### config.mk
export PLATFORM = sky130hd
export DESIGN_NAME = baud_gen
export DESIGN_NICKNAME = d
export VERILOG_FILES = /design/src/rtl/baud_gen_pkg.sv /design/src/rtl/baud_cfg_reg.sv /design/src/rtl/baud_prescaler.sv /design/src/rtl/baud_divider.sv /design/src/rtl/baud_gen.sv
export SDC_FILE = /design/constraint.sdc
export NUM_CORES = 1
export LEC_CHECK = 0
export ABC_CLOCK_PERIOD_IN_PS = 5310
export BUFFER_PORTS_ARGS = -buffer_cell sky130_fd_sc_hd__buf_2
export CORE_MARGIN = 2
export CORE_UTILIZATION = 35
export DETAILED_ROUTE_END_ITERATION = 16
export GPL_TIMING_DRIVEN = 0
export SLEW_MARGIN = 20
export SYNTH_ARGS = -nofsm -noshare
export SYNTH_HDL_FRONTEND = slang
export SYNTH_SLANG_ARGS = --single-unit
### constraint.sdc
create_clock -name clk_i -period 5.31 [get_ports clk_i]
set_input_delay 0.2655 -clock clk_i [delete_from_list [all_inputs] [get_ports clk_i]]
set_output_delay 0.2655 -clock clk_i [all_outputs]
set_load 0.01 [all_outputs]
### src/rtl/baud_gen_pkg.sv
package baud_gen_pkg;
  localparam int unsigned CFG_W         = 17;
  localparam int unsigned EN_POS        = 16;
  localparam int unsigned PRE_POS       = 0;
  localparam int unsigned DIV_LSB       = 1;
  localparam int unsigned DIV_W_DEF     = 12;
  localparam int unsigned PRE_RATIO_DEF = 16;

  // writable bits of the configuration word
  function automatic logic [CFG_W-1:0] cfg_mask(int unsigned div_w);
    logic [CFG_W-1:0] m;
    m = '0;
    m[EN_POS]  = 1'b1;
    m[PRE_POS] = 1'b1;
    for (int unsigned i = 0; i < div_w; i++) m[DIV_LSB+i] = 1'b1;
    return m;
  endfunction
endpackage

### src/rtl/baud_cfg_reg.sv
module baud_cfg_reg
  import baud_gen_pkg::*;
#(
  parameter int unsigned DIV_W = DIV_W_DEF
) (
  input  logic             clk_i,
  input  logic             rst_ni,
  input  logic             we_i,
  input  logic [CFG_W-1:0] wdata_i,
  output logic [CFG_W-1:0] cfg_o,
  output logic             en_o,
  output logic             pre_o,
  output logic [DIV_W-1:0] div_o,
  output logic [DIV_W-1:0] div_nxt_o
);
  localparam logic [CFG_W-1:0] MASK = cfg_mask(DIV_W);

  logic [CFG_W-1:0] cfg_q, cfg_nxt;

  assign cfg_nxt = we_i ? (wdata_i & MASK) : cfg_q;

  always_ff @(posedge clk_i or negedge rst_ni) begin
    if (!rst_ni) cfg_q <= '0;
    else         cfg_q <= cfg_nxt;
  end

  assign cfg_o     = cfg_q;
  assign en_o      = cfg_q[EN_POS];
  assign pre_o     = cfg_q[PRE_POS];
  assign div_o     = cfg_q[DIV_LSB +: DIV_W];
  // seen by a stopped counter so a start-and-load write is one step
  assign div_nxt_o = cfg_nxt[DIV_LSB +: DIV_W];
endmodule

### src/rtl/baud_prescaler.sv
module baud_prescaler #(
  parameter int unsigned PRE_RATIO = 16
) (
  input  logic clk_i,
  input  logic rst_ni,
  input  logic en_i,
  input  logic pre_on_i,
  input  logic ref_tick_i,
  output logic tick_o
);
  localparam int unsigned CW = (PRE_RATIO > 2) ? $clog2(PRE_RATIO) : 1;
  localparam logic [CW-1:0] LAST = CW'(PRE_RATIO - 1);

  logic [CW-1:0] cnt_q;
  logic          at_last;

  assign at_last = (cnt_q == LAST);

  always_ff @(posedge clk_i or negedge rst_ni) begin
    if (!rst_ni)                    cnt_q <= '0;
    else if (!en_i)                 cnt_q <= '0;
    else if (pre_on_i && ref_tick_i) cnt_q <= at_last ? '0 : cnt_q + CW'(1);
  end

  assign tick_o = ref_tick_i && (!pre_on_i || at_last);
endmodule

### src/rtl/baud_divider.sv
module baud_divider #(
  parameter int unsigned DIV_W = 12
) (
  input  logic             clk_i,
  input  logic             rst_ni,
  input  logic             en_i,
  input  logic             tick_i,
  input  logic [DIV_W-1:0] reload_i,
  input  logic [DIV_W-1:0] hold_i,
  output logic             pulse_o,
  output logic             toggle_o
);
  logic [DIV_W-1:0] cnt_q;
  logic             pulse_q, tog_q;

  always_ff @(posedge clk_i or negedge rst_ni) begin
    if (!rst_ni) begin
      cnt_q   <= '0;
      pulse_q <= 1'b0;
      tog_q   <= 1'b0;
    end else if (!en_i) begin
      cnt_q   <= hold_i;
      pulse_q <= 1'b0;
      tog_q   <= 1'b0;
    end else begin
      pulse_q <= 1'b0;
      if (tick_i) begin
        if (cnt_q == '0) begin
          cnt_q   <= reload_i;
          pulse_q <= 1'b1;
          tog_q   <= ~tog_q;
        end else begin
          cnt_q <= cnt_q - DIV_W'(1);
        end
      end
    end
  end

  assign pulse_o  = pulse_q;
  assign toggle_o = tog_q;
endmodule

### src/rtl/baud_gen.sv
module baud_gen
  import baud_gen_pkg::*;
#(
  parameter int unsigned DIV_W     = DIV_W_DEF,
  parameter int unsigned PRE_RATIO = PRE_RATIO_DEF
) (
  input  logic             clk_i,
  input  logic             rst_ni,
  input  logic             ref_tick_i,
  input  logic             cfg_we_i,
  input  logic [CFG_W-1:0] cfg_wdata_i,
  output logic [CFG_W-1:0] cfg_rdata_o,
  output logic             baud_pulse_o,
  output logic             baud_toggle_o
);
  logic             en, pre_on, tick;
  logic [DIV_W-1:0] div_q, div_nxt;

  baud_cfg_reg #(.DIV_W(DIV_W)) u_cfg (
    .clk_i     (clk_i),
    .rst_ni    (rst_ni),
    .we_i      (cfg_we_i),
    .wdata_i   (cfg_wdata_i),
    .cfg_o     (cfg_rdata_o),
    .en_o      (en),
    .pre_o     (pre_on),
    .div_o     (div_q),
    .div_nxt_o (div_nxt)
  );

  baud_prescaler #(.PRE_RATIO(PRE_RATIO)) u_pre (
    .clk_i      (clk_i),
    .rst_ni     (rst_ni),
    .en_i       (en),
    .pre_on_i   (pre_on),
    .ref_tick_i (ref_tick_i),
    .tick_o     (tick)
  );

  baud_divider #(.DIV_W(DIV_W)) u_div (
    .clk_i    (clk_i),
    .rst_ni   (rst_ni),
    .en_i     (en),
    .tick_i   (tick),
    .reload_i (div_q),
    .hold_i   (div_nxt),
    .pulse_o  (baud_pulse_o),
    .toggle_o (baud_toggle_o)
  );
endmodule

==> results of run 1 <==
## cell type report
type	instances	share of cell area [%]
Inverter	12	2.163
Sequential cell	32	38.46
Multi-Input combinational cell	123	40.44
Tap cell	67	4.026
Buffer	12	3.125
Timing Repair Buffer	31	7.452
Clock buffer	8	4.327
## flip-flops by register name, summed over array words and instances (netlist names)
name,flops
u_cfg.cfg_o,14
u_div.cnt_q,12
u_pre.cnt_q,4
u_div.pulse_o,1
u_div.toggle_o,1
## cell usage in the layout (no fill, tap or decap), drive strengths merged, types with 2 or more instances in the layout
master    n
buf      38
dfrtp    32
clkbuf   13
inv      12
nor2     12
nand2    12
mux2     11
mux2i     6
nor3      6
a21oi     6
a31oi     6
o21ai     6
nand3     5
o31ai     4
o221ai    4
or3       4
nor4      3
o41ai     3
ha        3
conb      3
or4       3
nor3b     2
and3      2
o211ai    2
nand2b    2
nand4     2
xnor2     2
a2bb2oi   2
xor2      2
## worst min-delay path by stage
stage                           endpoint  slack [ns]  cells past startpoint
final                     u_pre.cnt_q[1]        0.04                      1
after global routing      u_pre.cnt_q[1]        0.11                      1
after CTS                 u_pre.cnt_q[1]        0.06                      1
after detailed placement  u_pre.cnt_q[1]        0.36                      1
after global placement    u_pre.cnt_q[1]        0.36                      1
after floorplan           u_cfg.cfg_o[0]       -0.03                      0
## where the power goes
part	total (mW)	switching (mW)	internal (mW)
Sequential	0.304	0.0328	0.271
Combinational	0.144	0.0777	0.0660
Clock	0.191	0.0854	0.106
## critical path: stages (launching register included)
cell and delay, ns:
sky130_fd_sc_hd__dfrtp_1 0.42, sky130_fd_sc_hd__inv_1 0.12, sky130_fd_sc_hd__ha_1 0.23, sky130_fd_sc_hd__nor3b_1 0.39, sky130_fd_sc_hd__nand3_1 0.15, sky130_fd_sc_hd__clkbuf_1 0.32, sky130_fd_sc_hd__mux2i_1 0.23, sky130_fd_sc_hd__o221ai_1 0.13
## metrics by stage
stage / hold WS [ns] / utilization, % / std cells / power [mW]
after floorplan: -0.03009 / - / 179 / 0.4022
after global placement: 0.3603 / 41.89 / 277 / 0.4502
after detailed placement: 0.3581 / 41.89 / 277 / 0.4518
after CTS: 0.05705 / 43.79 / 285 / 0.6460
after global routing: 0.1108 / 43.79 / 285 / 0.6759
final: 0.03675 / 43.79 / 285 / 0.6389
## cells by family after synthesis
family / after synthesis / synth area share, %
flip-flops: 32 / 45.88
adder cells (fa/ha/maj): 3 / 2.151
AND/OR/NAND/NOR: 57 / 17.28
other: 1 / 0.2148
multiplexers: 17 / 10.54
AO/OA/AOI/OAI: 39 / 15.63
XOR/XNOR: 4 / 2.008
buffers and inverters: 24 / 6.308
## metal layers
| layer | global-route usage (%) | up-vias | wire, um |
|---|---|---|---|
| li1 | - | 723 | - |
| met1 | 23.45 | 691 | 1997 |
| met2 | 23.01 | 40 | 1798 |
| met3 | 2.410 | 5 | 208 |
| met4 | 6.349 | 0 | 53 |
| met5 | 0 | - | 0 |
==> impl_metrics.prom, run 1 <==
# TYPE chip_impl_metric gauge
chip_impl_metric{name="vdd.ir_drop.worst",unit="uV"} 139.7
chip_impl_metric{name="cts_num_sinks",unit=""} 32
chip_impl_metric{name="via_count",unit=""} 1459
chip_impl_metric{name="htree_num_levels",unit=""} 2
chip_impl_metric{name="synth-seq-cells",unit=""} 32
chip_impl_metric{name="synth-async-reset-ratio",unit="%"} 100.0
chip_impl_metric{name="hpwl",unit="mm"} 2.979
chip_impl_metric{name="fin_tns_setup",unit="ns"} 0
chip_impl_info{name="synth.most_common_cell",value="sky130_fd_sc_hd__dfrtp_1"} 1
chip_impl_metric{name="syn_area",unit="um2"} 1745
chip_impl_metric{name="detail_route.wirelength",unit="mm"} 4.058
chip_impl_metric{name="syn_inst",unit=""} 177
chip_impl_metric{name="timing.final.crit_period",unit="ns"} 2.167
chip_impl_metric{name="p_leak",unit="nW"} 0.9462
chip_impl_metric{name="io_buffers",unit=""} 31
chip_impl_metric{name="drt-wirelength-per-cell",unit="um"} 14.24
chip_impl_info{name="ctsRootBufferMaster",value="sky130_fd_sc_hd__clkbuf_8"} 1
chip_impl_metric{name="crit_arrival",unit="ns"} 2.28
chip_impl_metric{name="synth_area_per_cell",unit="um2"} 9.861
chip_impl_metric{name="antenna_violating_nets_post_route",unit=""} 0
chip_impl_metric{name="ff2ff_setup_slack",unit="ns"} 3.14
chip_impl_metric{name="crit_fanout",unit=""} 10
chip_impl_info{name="cts_tree",value="built"} 1
chip_impl_metric{name="dp_slack",unit="ns"} 3.148
chip_impl_metric{name="worst_setup_hold_path_clk_slew",unit="ns"} 0.06
chip_impl_metric{name="final_critical_path_setup_slack",unit="ns"} 3.143
chip_impl_metric{name="clock_tree.buffer_depth",unit=""} 2
chip_impl_metric{name="fp.dieArea",unit="um2"} 5568
chip_impl_info{name="status",value="complete, no violations"} 1
chip_impl_metric{name="finish.instance_area",unit="um2"} 2082
chip_impl_metric{name="multi_input_area",unit="um2"} 842.1
chip_impl_metric{name="cts_buffers",unit=""} 5
chip_impl_metric{name="grt.total_usage",unit="%"} 15.76
chip_impl_metric{name="max-cap-violations",unit=""} 0
chip_impl_metric{name="placeableCoreArea",unit="um2"} 4755
chip_impl_metric{name="maximum_number_of_pins_on_one_net_before_global_route_repair",unit=""} 33
chip_impl_metric{name="drt-pass1-iter-count",unit=""} 4
chip_impl_info{name="ys_dominant_reg_cell",value="sky130_fd_sc_hd__dfrtp_1"} 1
chip_impl_metric{name="start_util",unit="%"} 36.71
chip_impl_metric{name="die_width",unit="um"} 74.62
chip_impl_info{name="worstReg2RegStart",value="u_div.cnt_q[0]"} 1
chip_impl_metric{name="fmaxAchievable",unit="GHz"} 0.4614
chip_impl_metric{name="num_io_pins",unit=""} 40
chip_impl_metric{name="timing.max_slew.rel_slack",unit="%"} 44.53
chip_impl_metric{name="via_count_of_the_first_global_routing_pass",unit=""} 1368
chip_impl_metric{name="die_height",unit="um"} 74.62
chip_impl_info{name="synthDominantAreaCellType",value="sky130_fd_sc_hd__dfrtp_1"} 1
chip_impl_info{name="min-delay-path-class",value="primary input to async pin"} 1
chip_impl_metric{name="hold_violations",unit=""} 0
chip_impl_metric{name="final-setup-viol-count",unit=""} 0
chip_impl_metric{name="timing_max_transition_violations_final",unit=""} 0
chip_impl_info{name="grt_setup_unrepaired",value="false"} 1
chip_impl_metric{name="layout-drive-gt1-share",unit="%"} 26.15
chip_impl_metric{name="ys.warnings.count",unit=""} 0
chip_impl_info{name="worst_setup_path_start_kind",value="flip-flop"} 1
chip_impl_metric{name="area_share_of_the_leading_cell_type_in_the_synthesized_netlist",unit="%"} 45.88
chip_impl_metric{name="final_replace_weighted_congestion",unit=""} 0.9216
chip_impl_metric{name="drt_iter0_drc",unit=""} 112
chip_impl_metric{name="worst_skew_pair.late_latency",unit="ns"} 0.28
chip_impl_metric{name="synth_enable_flop_cells",unit=""} 0
chip_impl_info{name="yosys-top-cells-count",value="32 x sky130_fd_sc_hd__dfrtp_1, 12 x sky130_fd_sc_hd__inv_1, 12 x sky130_fd_sc_hd__nand2_1, 12 x sky130_fd_sc_hd__nor2_1, 11 x sky130_fd_sc_hd__mux2_2"} 1
chip_impl_info{name="worstSetupPathType",value="flip-flop to flip-flop"} 1
chip_impl_metric{name="filler_cell_count",unit=""} 509
chip_impl_metric{name="portion_of_the_clock_cycle_consumed_by_the_worst_path_in_the_final_layout",unit="%"} 40.82
chip_impl_metric{name="register_area",unit="um2"} 800.8
chip_impl_info{name="timing.critical_path.from",value="u_div.cnt_q[0]"} 1
chip_impl_metric{name="clock_skew",unit="ns"} 0.007543
chip_impl_metric{name="post_cts_hold_buffer_count",unit=""} 0
chip_impl_metric{name="placedInstanceArea",unit="um2"} 1992
chip_impl_metric{name="r2r_worst_path_depth",unit=""} 7
chip_impl_metric{name="vias_per_cell",unit=""} 5.119
chip_impl_metric{name="critical_path_data_required_time",unit="ns"} 5.42
chip_impl_metric{name="num_rows",unit=""} 25
chip_impl_metric{name="fin_nets",unit=""} 241
chip_impl_metric{name="ys_types",unit=""} 44
chip_impl_metric{name="post_cts_repair_timing_setup_buffer_count",unit=""} 0
chip_impl_metric{name="grt_pass1_wl",unit="mm"} 6.672
chip_impl_metric{name="synth-seq-area-share",unit="%"} 45.88
chip_impl_info{name="cp-end-kind",value="flip-flop"} 1
chip_impl_metric{name="worstMarginPinSlew",unit="ns"} 0.8283
chip_impl_metric{name="synthToLayoutAreaGrowth",unit="%"} 19.28
chip_impl_info{name="worstReg2RegEnd",value="u_div.cnt_q[3]"} 1
chip_impl_info{name="crit_end",value="u_div.cnt_q[3]"} 1
chip_impl_metric{name="drc",unit=""} 0
chip_impl_metric{name="post_cts.resized_instances",unit=""} 0
chip_impl_metric{name="power_per_cell_area",unit="nW/um2"} 306.9
chip_impl_metric{name="number_of_antenna_violations_at_the_first_check_in_global_routing",unit=""} 0
chip_impl_metric{name="diodes",unit=""} 0
chip_impl_metric{name="overflow",unit=""} 0
chip_impl_info{name="top_post_synthesis_cells_by_area",value="sky130_fd_sc_hd__dfrtp_1 46%, sky130_fd_sc_hd__mux2_2 7.1%, sky130_fd_sc_hd__mux2i_1 3.4%"} 1
Note: power is estimated with default switching activity, not from simulation.
==> run 2, diff against run 1 <==
--- a/config.mk
+++ b/config.mk
@@ -5,7 +5,7 @@
 export SDC_FILE = /design/constraint.sdc
 export NUM_CORES = 1
 export LEC_CHECK = 0
-export ABC_CLOCK_PERIOD_IN_PS = 5310
+export ABC_CLOCK_PERIOD_IN_PS = 1950
 export BUFFER_PORTS_ARGS = -buffer_cell sky130_fd_sc_hd__buf_2
 export CORE_MARGIN = 2
 export CORE_UTILIZATION = 35
==> constraint.sdc (replaced) <==
create_clock -name clk_i -period 1.95 [get_ports clk_i]
set_input_delay 0.0975 -clock clk_i [delete_from_list [all_inputs] [get_ports clk_i]]
set_output_delay 0.0975 -clock clk_i [all_outputs]
set_load 0.01 [all_outputs]
==> run 2 against run 1 <==
  * Sequential power rose to 2.7 times the previous value
  * Clock skew up 0.0017 ns
  * Count of clock-buffer cells in the layout unchanged
  * Via count up 3.6%
  * Total power rose to 2.8 times the previous value
  * Maximum frequency up 13%
  * Largest power group unchanged
  * Routed wire length up 6.4%
  * Critical path depth down 3
  * First-iteration DRC count up 8.9%
  * Die area unchanged
==> impl_metrics.prom, run 2 (synthesized netlist as in run 1, its figures left out) <==
# TYPE chip_impl_metric gauge
chip_impl_metric{name="fin_tns_setup",unit="ns"} 0
chip_impl_metric{name="grt.total_usage",unit="%"} 16.07
chip_impl_metric{name="layout-drive-gt1-share",unit="%"} 32.89
chip_impl_info{name="critical_path.slowest_cell",value="sky130_fd_sc_hd__or4_4"} 1
chip_impl_metric{name="power_per_cell_area",unit="nW/um2"} 825.8
chip_impl_metric{name="maximum_number_of_pins_on_one_net_before_global_route_repair",unit=""} 33
chip_impl_metric{name="cts_buffers",unit=""} 5
chip_impl_metric{name="timing.final.crit_period",unit="ns"} 1.917
chip_impl_metric{name="sw_frac_of_total",unit="%"} 31.33
chip_impl_metric{name="drt-wirelength-per-cell",unit="um"} 14.63
chip_impl_metric{name="fp.dieArea",unit="um2"} 5568
chip_impl_metric{name="die_width",unit="um"} 74.62
chip_impl_metric{name="clkPwrFrac",unit="%"} 29.3
chip_impl_metric{name="p_leak",unit="nW"} 1.005
chip_impl_metric{name="grt_pass1_wl",unit="mm"} 6.810
chip_impl_metric{name="largest_register_ff_count",unit=""} 14
chip_impl_metric{name="placeableCoreArea",unit="um2"} 4755
chip_impl_metric{name="crit_fanout",unit=""} 4
chip_impl_metric{name="max-cap-violations",unit=""} 0
chip_impl_metric{name="io_buffers",unit=""} 31
chip_impl_metric{name="critical_path_data_required_time",unit="ns"} 2.10
chip_impl_info{name="layout.cells.most_common",value="sky130_fd_sc_hd__buf_2"} 1
chip_impl_info{name="cp-end-kind",value="flip-flop"} 1
chip_impl_metric{name="hold_violations",unit=""} 0
chip_impl_metric{name="critical_path_s_largest_stage_delay",unit="ns"} 0.55
chip_impl_metric{name="sequentialPowerShare",unit="%"} 46.0
chip_impl_info{name="crit_path_cell_trace",value="or4_4 -> or3_4 -> o41ai_2 -> o211ai_1"} 1
chip_impl_info{name="worstSetupPathType",value="flip-flop to flip-flop"} 1
chip_impl_metric{name="diodes",unit=""} 0
chip_impl_metric{name="vdd.ir_drop.worst",unit="uV"} 383.8
chip_impl_metric{name="portion_of_the_clock_cycle_consumed_by_the_worst_path_in_the_final_layout",unit="%"} 98.33
chip_impl_info{name="status",value="complete, no violations"} 1
chip_impl_metric{name="drt_iter0_drc",unit=""} 122
chip_impl_info{name="cts_tree",value="built"} 1
chip_impl_metric{name="via_count",unit=""} 1512
chip_impl_metric{name="fin_nets",unit=""} 251
chip_impl_metric{name="fmaxAchievable",unit="GHz"} 0.5215
chip_impl_metric{name="start_util",unit="%"} 36.71
chip_impl_metric{name="num_rows",unit=""} 25
chip_impl_metric{name="internal_power",unit="mW"} 1.248
chip_impl_metric{name="via_count_of_the_first_global_routing_pass",unit=""} 1386
chip_impl_metric{name="synthToLayoutAreaGrowth",unit="%"} 26.09
chip_impl_metric{name="crit_arrival",unit="ns"} 2.07
chip_impl_info{name="min-delay-path-class",value="primary input to flip-flop"} 1
chip_impl_metric{name="drc",unit=""} 0
chip_impl_metric{name="final_replace_weighted_congestion",unit=""} 0.9216
chip_impl_metric{name="clock_skew",unit="ns"} 0.009264
chip_impl_metric{name="number_of_antenna_violations_at_the_first_check_in_global_routing",unit=""} 0
chip_impl_metric{name="worstMarginPinSlew",unit="ns"} 0.7263
chip_impl_info{name="worst_setup_path_start_kind",value="flip-flop"} 1
chip_impl_metric{name="hpwl",unit="mm"} 2.979
chip_impl_metric{name="overflow",unit=""} 0
chip_impl_metric{name="die_height",unit="um"} 74.62
chip_impl_info{name="mostFrequentLayoutCells",value="32 x sky130_fd_sc_hd__buf_2, 30 x sky130_fd_sc_hd__dfrtp_1, 15 x sky130_fd_sc_hd__buf_4"} 1
chip_impl_metric{name="layout.core_utilization",unit="%"} 46.29
chip_impl_metric{name="power.net_switching",unit="mW"} 0.5693
chip_impl_metric{name="num_io_pins",unit=""} 40
chip_impl_metric{name="final-setup-viol-count",unit=""} 0
chip_impl_metric{name="detail_route.wirelength",unit="mm"} 4.316
chip_impl_metric{name="timing_max_transition_violations_final",unit=""} 0
chip_impl_metric{name="filler_cell_count",unit=""} 505
chip_impl_metric{name="clock_tree.buffer_depth",unit=""} 2
chip_impl_metric{name="antenna_violating_nets_post_route",unit=""} 0
chip_impl_metric{name="cts_num_sinks",unit=""} 32
chip_impl_metric{name="timing.max_slew.rel_slack",unit="%"} 51.58
chip_impl_info{name="ctsRootBufferMaster",value="sky130_fd_sc_hd__clkbuf_8"} 1
chip_impl_metric{name="htree_num_levels",unit=""} 2
chip_impl_metric{name="worst_setup_hold_path_clk_slew",unit="ns"} 0.07
chip_impl_metric{name="drt-pass1-iter-count",unit=""} 4
chip_impl_metric{name="worst_skew_pair.late_latency",unit="ns"} 0.28
chip_impl_metric{name="power.share.combinational",unit="%"} 24.7
chip_impl_metric{name="vias_per_cell",unit=""} 5.125
[run 2: final cells by class]
cell class / instances / area (um2) / area share (%)
Multi-Input combinational cell: 123 / 873.3 / 39.68
Timing Repair Buffer: 42 / 240.2 / 10.92
Sequential cell: 32 / 803.3 / 36.50
Buffer: 11 / 65.06 / 2.956
Clock buffer: 8 / 90.09 / 4.093
Inverter: 12 / 45.04 / 2.047
Tap cell: 67 / 83.83 / 3.809
[run 2: worst max-delay path, delay by kind of cell (launching register included)]
family / cells / cell delay, ns
compound gates: 2 / 0.44
flops: 1 / 0.43
simple gates: 2 / 0.92
[run 2: path summary, 6_finish.rpt]
| check | start | to | slack (ns) | depth (start not counted) |
|---|---|---|---|---|
| setup / recovery | u_div.cnt_q[5] | u_div.cnt_q[11] | 0.03 | 4 |
| setup reg to reg | u_div.cnt_q[5] | u_div.cnt_q[11] | 0.03 | 4 |
| hold reg to reg | u_cfg.cfg_o[1] | u_cfg.cfg_o[1] | 0.55 | 1 |
| max in group asynchronous | rst_ni | u_div.cnt_q[4] | 1.02 | 2 |
| min in group asynchronous | rst_ni | u_pre.cnt_q[0] | 0.41 | 2 |
| hold / removal | cfg_wdata_i[0] | u_cfg.cfg_o[0] | 0.02 | 3 |
[run 2: metal layers]
layer	wire, um	track usage (%)	share of wire (%)	vias up
li1	-	-	-	741
met1	2166	23.62	50	723
met2	1889	23.89	44	41
met3	180	2.410	4.2	7
met4	79	6.349	1.8	0
met5	0	0	0	-
[run 2: repair_timing]
| action | CTS | global route |
|---|---|---|
| setup buffers | 7 | 3 |
| resized for setup | 5 | 6 |
| endpoints found under the hold margin | 32 | 0 |
| endpoints found under the setup margin | 10 | 11 |
| pin swaps | 3 | 0 |
| hold buffers | 1 | 0 |
| gates cloned | 0 | 0 |
[run 2: power groups by stage]
| stage | logic (mW) | clock network (mW) | registers, mW |
|---|---|---|---|
| floorplan | 0.267 | 0 | 0.828 |
| global placement | 0.391 | 0 | 0.835 |
| detailed placement | 0.393 | 0 | 0.837 |
| CTS | 0.428 | 0.537 | 0.828 |
| global route | 0.501 | 0.557 | 0.848 |
| finish | 0.450 | 0.532 | 0.835 |
[run 2: per-stage QoR]
stage          setup slack (ns)  hold WS (ns)  instance area [um2]  power, mW  std cells
5_1_grt              -0.0005627       0.04822                 2201      1.906        295
4_1_cts                 0.02039       0.01434                 2161      1.793        293
3_3_place_gp            -0.1728        0.1923                 1992      1.226        277
6_report                0.03254       0.01700                 2201      1.818        295
3_5_place_dp            -0.2123        0.1901                 1992      1.230        277
2_1_floorplan           0.08107       -0.1981                 1753      1.095        179
==> run 3, diff against run 2 <==
--- a/config.mk
+++ b/config.mk
@@ -10,7 +10,7 @@
 export CORE_MARGIN = 2
 export CORE_UTILIZATION = 35
 export DETAILED_ROUTE_END_ITERATION = 16
-export GPL_TIMING_DRIVEN = 0
+export RECOVER_POWER = 100
 export SLEW_MARGIN = 20
 export SYNTH_ARGS = -nofsm -noshare
 export SYNTH_HDL_FRONTEND = slang
==> run 3 against run 2 <==
  * Die area did not move
  * Critical path type unchanged
  * Hold slack got worse by 0.00095 ns
  * Register-to-register slack improved by 0.03 ns
  * Sequential cell count did not move
  * Clock skew fell by 0.0053 ns
  * Clock power fell by 1%
  * Core utilization fell by 1.0 points
  * Count of clock-buffer cells in the layout did not move
==> impl_metrics.prom, run 3 (synthesized netlist as in run 1, its figures left out) <==
# TYPE chip_impl_metric gauge
chip_impl_info{name="worst_setup_path_start_kind",value="flip-flop"} 1
chip_impl_metric{name="via_count",unit=""} 1490
chip_impl_info{name="crit_path_cell_trace",value="or4_4 -> or3_1 -> o41ai_2 -> o211ai_1"} 1
chip_impl_metric{name="clock_skew",unit="ns"} 0.003939
chip_impl_metric{name="final_replace_weighted_congestion",unit=""} 0.7964
chip_impl_metric{name="hold_violations",unit=""} 0
chip_impl_info{name="ctsRootBufferMaster",value="sky130_fd_sc_hd__clkbuf_8"} 1
chip_impl_metric{name="worst_setup_hold_path_clk_slew",unit="ns"} 0.07
chip_impl_metric{name="worstPathBufferInverterCount",unit=""} 0
chip_impl_info{name="crit_end",value="u_div.cnt_q[11]"} 1
chip_impl_metric{name="diodes",unit=""} 0
chip_impl_metric{name="timing_max_transition_violations_final",unit=""} 0
chip_impl_metric{name="die_width",unit="um"} 74.62
chip_impl_metric{name="max-cap-violations",unit=""} 0
chip_impl_info{name="critical_path.slowest_cell",value="sky130_fd_sc_hd__or4_4"} 1
chip_impl_metric{name="fin_tns_setup",unit="ns"} 0
chip_impl_metric{name="worst_skew_pair.late_latency",unit="ns"} 0.29
chip_impl_metric{name="timing.final.crit_period",unit="ns"} 1.891
chip_impl_metric{name="cts_buffers",unit=""} 5
chip_impl_info{name="mostFrequentLayoutCells",value="32 x sky130_fd_sc_hd__dfrtp_1, 21 x sky130_fd_sc_hd__clkbuf_1, 16 x sky130_fd_sc_hd__buf_2"} 1
chip_impl_metric{name="cts_num_sinks",unit=""} 32
chip_impl_metric{name="detail_route.wirelength",unit="mm"} 4.172
chip_impl_metric{name="antenna_violating_nets_post_route",unit=""} 0
chip_impl_metric{name="fin_nets",unit=""} 250
chip_impl_metric{name="drt-wirelength-per-cell",unit="um"} 14.19
chip_impl_metric{name="fp.dieArea",unit="um2"} 5568
chip_impl_metric{name="die_height",unit="um"} 74.62
chip_impl_info{name="worstReg2RegStart",value="u_div.cnt_q[4]"} 1
chip_impl_metric{name="htree_num_levels",unit=""} 2
chip_impl_info{name="min-delay-start",value="cfg_wdata_i[16]"} 1
chip_impl_metric{name="worstMarginPinSlew",unit="ns"} 0.7990
chip_impl_metric{name="vdd.ir_drop.worst",unit="uV"} 289.9
chip_impl_metric{name="vias_per_cell",unit=""} 5.068
chip_impl_info{name="cp-end-kind",value="flip-flop"} 1
chip_impl_metric{name="hpwl",unit="mm"} 3.039
chip_impl_metric{name="critical_path_data_required_time",unit="ns"} 2.10
chip_impl_metric{name="crit_fanout",unit=""} 3
chip_impl_metric{name="start_util",unit="%"} 36.71
chip_impl_metric{name="drc",unit=""} 0
chip_impl_info{name="worstSetupPathType",value="flip-flop to flip-flop"} 1
chip_impl_metric{name="largest_register_ff_count",unit=""} 14
chip_impl_info{name="status",value="complete, no violations"} 1
chip_impl_metric{name="timing.max_slew.rel_slack",unit="%"} 46.73
chip_impl_metric{name="overflow",unit=""} 0
chip_impl_metric{name="final-setup-viol-count",unit=""} 0
chip_impl_metric{name="synthToLayoutAreaGrowth",unit="%"} 23.30
chip_impl_metric{name="layout-drive-gt1-share",unit="%"} 23.35
chip_impl_info{name="layout.cells.most_common",value="sky130_fd_sc_hd__dfrtp_1"} 1
chip_impl_info{name="timing.critical_path.from",value="u_div.cnt_q[4]"} 1
chip_impl_metric{name="crit_arrival",unit="ns"} 2.04
chip_impl_metric{name="critical_path_cell_count",unit=""} 4
chip_impl_metric{name="via_count_of_the_first_global_routing_pass",unit=""} 1431
chip_impl_metric{name="finalHoldWorstSlack",unit="ns"} 0.01605
chip_impl_metric{name="placedInstanceArea",unit="um2"} 2072
chip_impl_metric{name="finish.instance_area",unit="um2"} 2152
chip_impl_metric{name="fmaxAchievable",unit="GHz"} 0.5288
chip_impl_metric{name="maximum_number_of_pins_on_one_net_before_global_route_repair",unit=""} 33
chip_impl_info{name="critical_path.top_delay_family",value="simple AND/OR/NAND/NOR gates"} 1
chip_impl_info{name="grt_setup_unrepaired",value="false"} 1
chip_impl_metric{name="p_leak",unit="nW"} 0.9500
chip_impl_metric{name="number_of_antenna_violations_at_the_first_check_in_global_routing",unit=""} 0
chip_impl_metric{name="critical_path_s_largest_stage_delay",unit="ns"} 0.53
chip_impl_metric{name="r2r_worst_path_depth",unit=""} 4
chip_impl_metric{name="portion_of_the_clock_cycle_consumed_by_the_worst_path_in_the_final_layout",unit="%"} 96.98
chip_impl_metric{name="io_buffers",unit=""} 33
chip_impl_metric{name="num_rows",unit=""} 25
chip_impl_metric{name="placeableCoreArea",unit="um2"} 4755
chip_impl_metric{name="power_per_cell_area",unit="nW/um2"} 834.3
chip_impl_metric{name="grt.total_usage",unit="%"} 16.93
chip_impl_metric{name="clock_tree.buffer_depth",unit=""} 2
chip_impl_info{name="min-delay-path-class",value="primary input to flip-flop"} 1
chip_impl_metric{name="drt-pass1-iter-count",unit=""} 4
chip_impl_metric{name="grt_pass1_wl",unit="mm"} 6.962
chip_impl_info{name="worstReg2RegEnd",value="u_div.cnt_q[11]"} 1
chip_impl_metric{name="ff2ff_setup_slack",unit="ns"} 0.06
chip_impl_metric{name="drt_iter0_drc",unit=""} 92
chip_impl_info{name="cts_tree",value="built"} 1
chip_impl_metric{name="num_io_pins",unit=""} 40
chip_impl_metric{name="post_cts_repair_timing_setup_buffer_count",unit=""} 0
[run 3: cell types whose count changed in the layout (fill, tap and decap cells not counted), sizes merged]
| cell | change |
|---|---|
| buf | -19 |
| clkbuf | +18 |
[run 3: final cells by class]
class                   instances  area (um2)
fillers                       492        2603
multi-input cells             123       855.8
flip-flops and latches         32       800.8
repair buffers                 52       276.5
clock buffers                   8       90.09
well taps                      67       83.83
inverters                      12       45.04
[run 3: tightest hold or removal path, stage by stage]
cell and delay (ns):
sky130_fd_sc_hd__buf_2 0.08, sky130_fd_sc_hd__nand2_1 0.04, sky130_fd_sc_hd__o21ai_0 0.05
[run 3: what timing repair did]
action	CTS	global route
endpoints found under the setup margin	0	5
hold buffers	1	0
hold endpoints to repair	32	0
resized for setup	0	3
[run 3: per-stage QoR]
step           util, %  instances  power (mW)  setup WS (ns)
2_1_floorplan        -        179       1.095        0.08107
3_3_place_gp     43.58        285       1.277        0.08579
3_5_place_dp     43.58        285       1.284        0.03034
4_1_cts          45.68        294       1.818        0.02604
5_1_grt          45.26        294       1.905       0.009385
6_report         45.26        294       1.795        0.05898
[run 3: power breakdown]
group	total, mW	leakage [nW]	switching (mW)	internal (mW)
Sequential	0.807	0.389	0.0684	0.739
Clock	0.526	0.0455	0.239	0.288
Combinational	0.462	0.515	0.248	0.214
[run 3: worst min path at each step]
stage	endpoint	cells after the start	slack, ns
floorplan	u_cfg.cfg_o[0]	0	-0.20
global placement	u_cfg.cfg_o[16]	1	0.20
detailed placement	u_cfg.cfg_o[16]	1	0.20
CTS	u_cfg.cfg_o[16]	3	0.01
global route	u_cfg.cfg_o[16]	3	0.04
finish	u_cfg.cfg_o[16]	3	0.02
[run 3: per-layer routing]
layer  up-vias  global-route usage, %  wire length, um
met5         -                      0                0
met4         0                  7.143               80
met3         7                  3.614              202
met2        37                  24.88             1799
met1       707                  24.29             2090
li1        739                      -                -
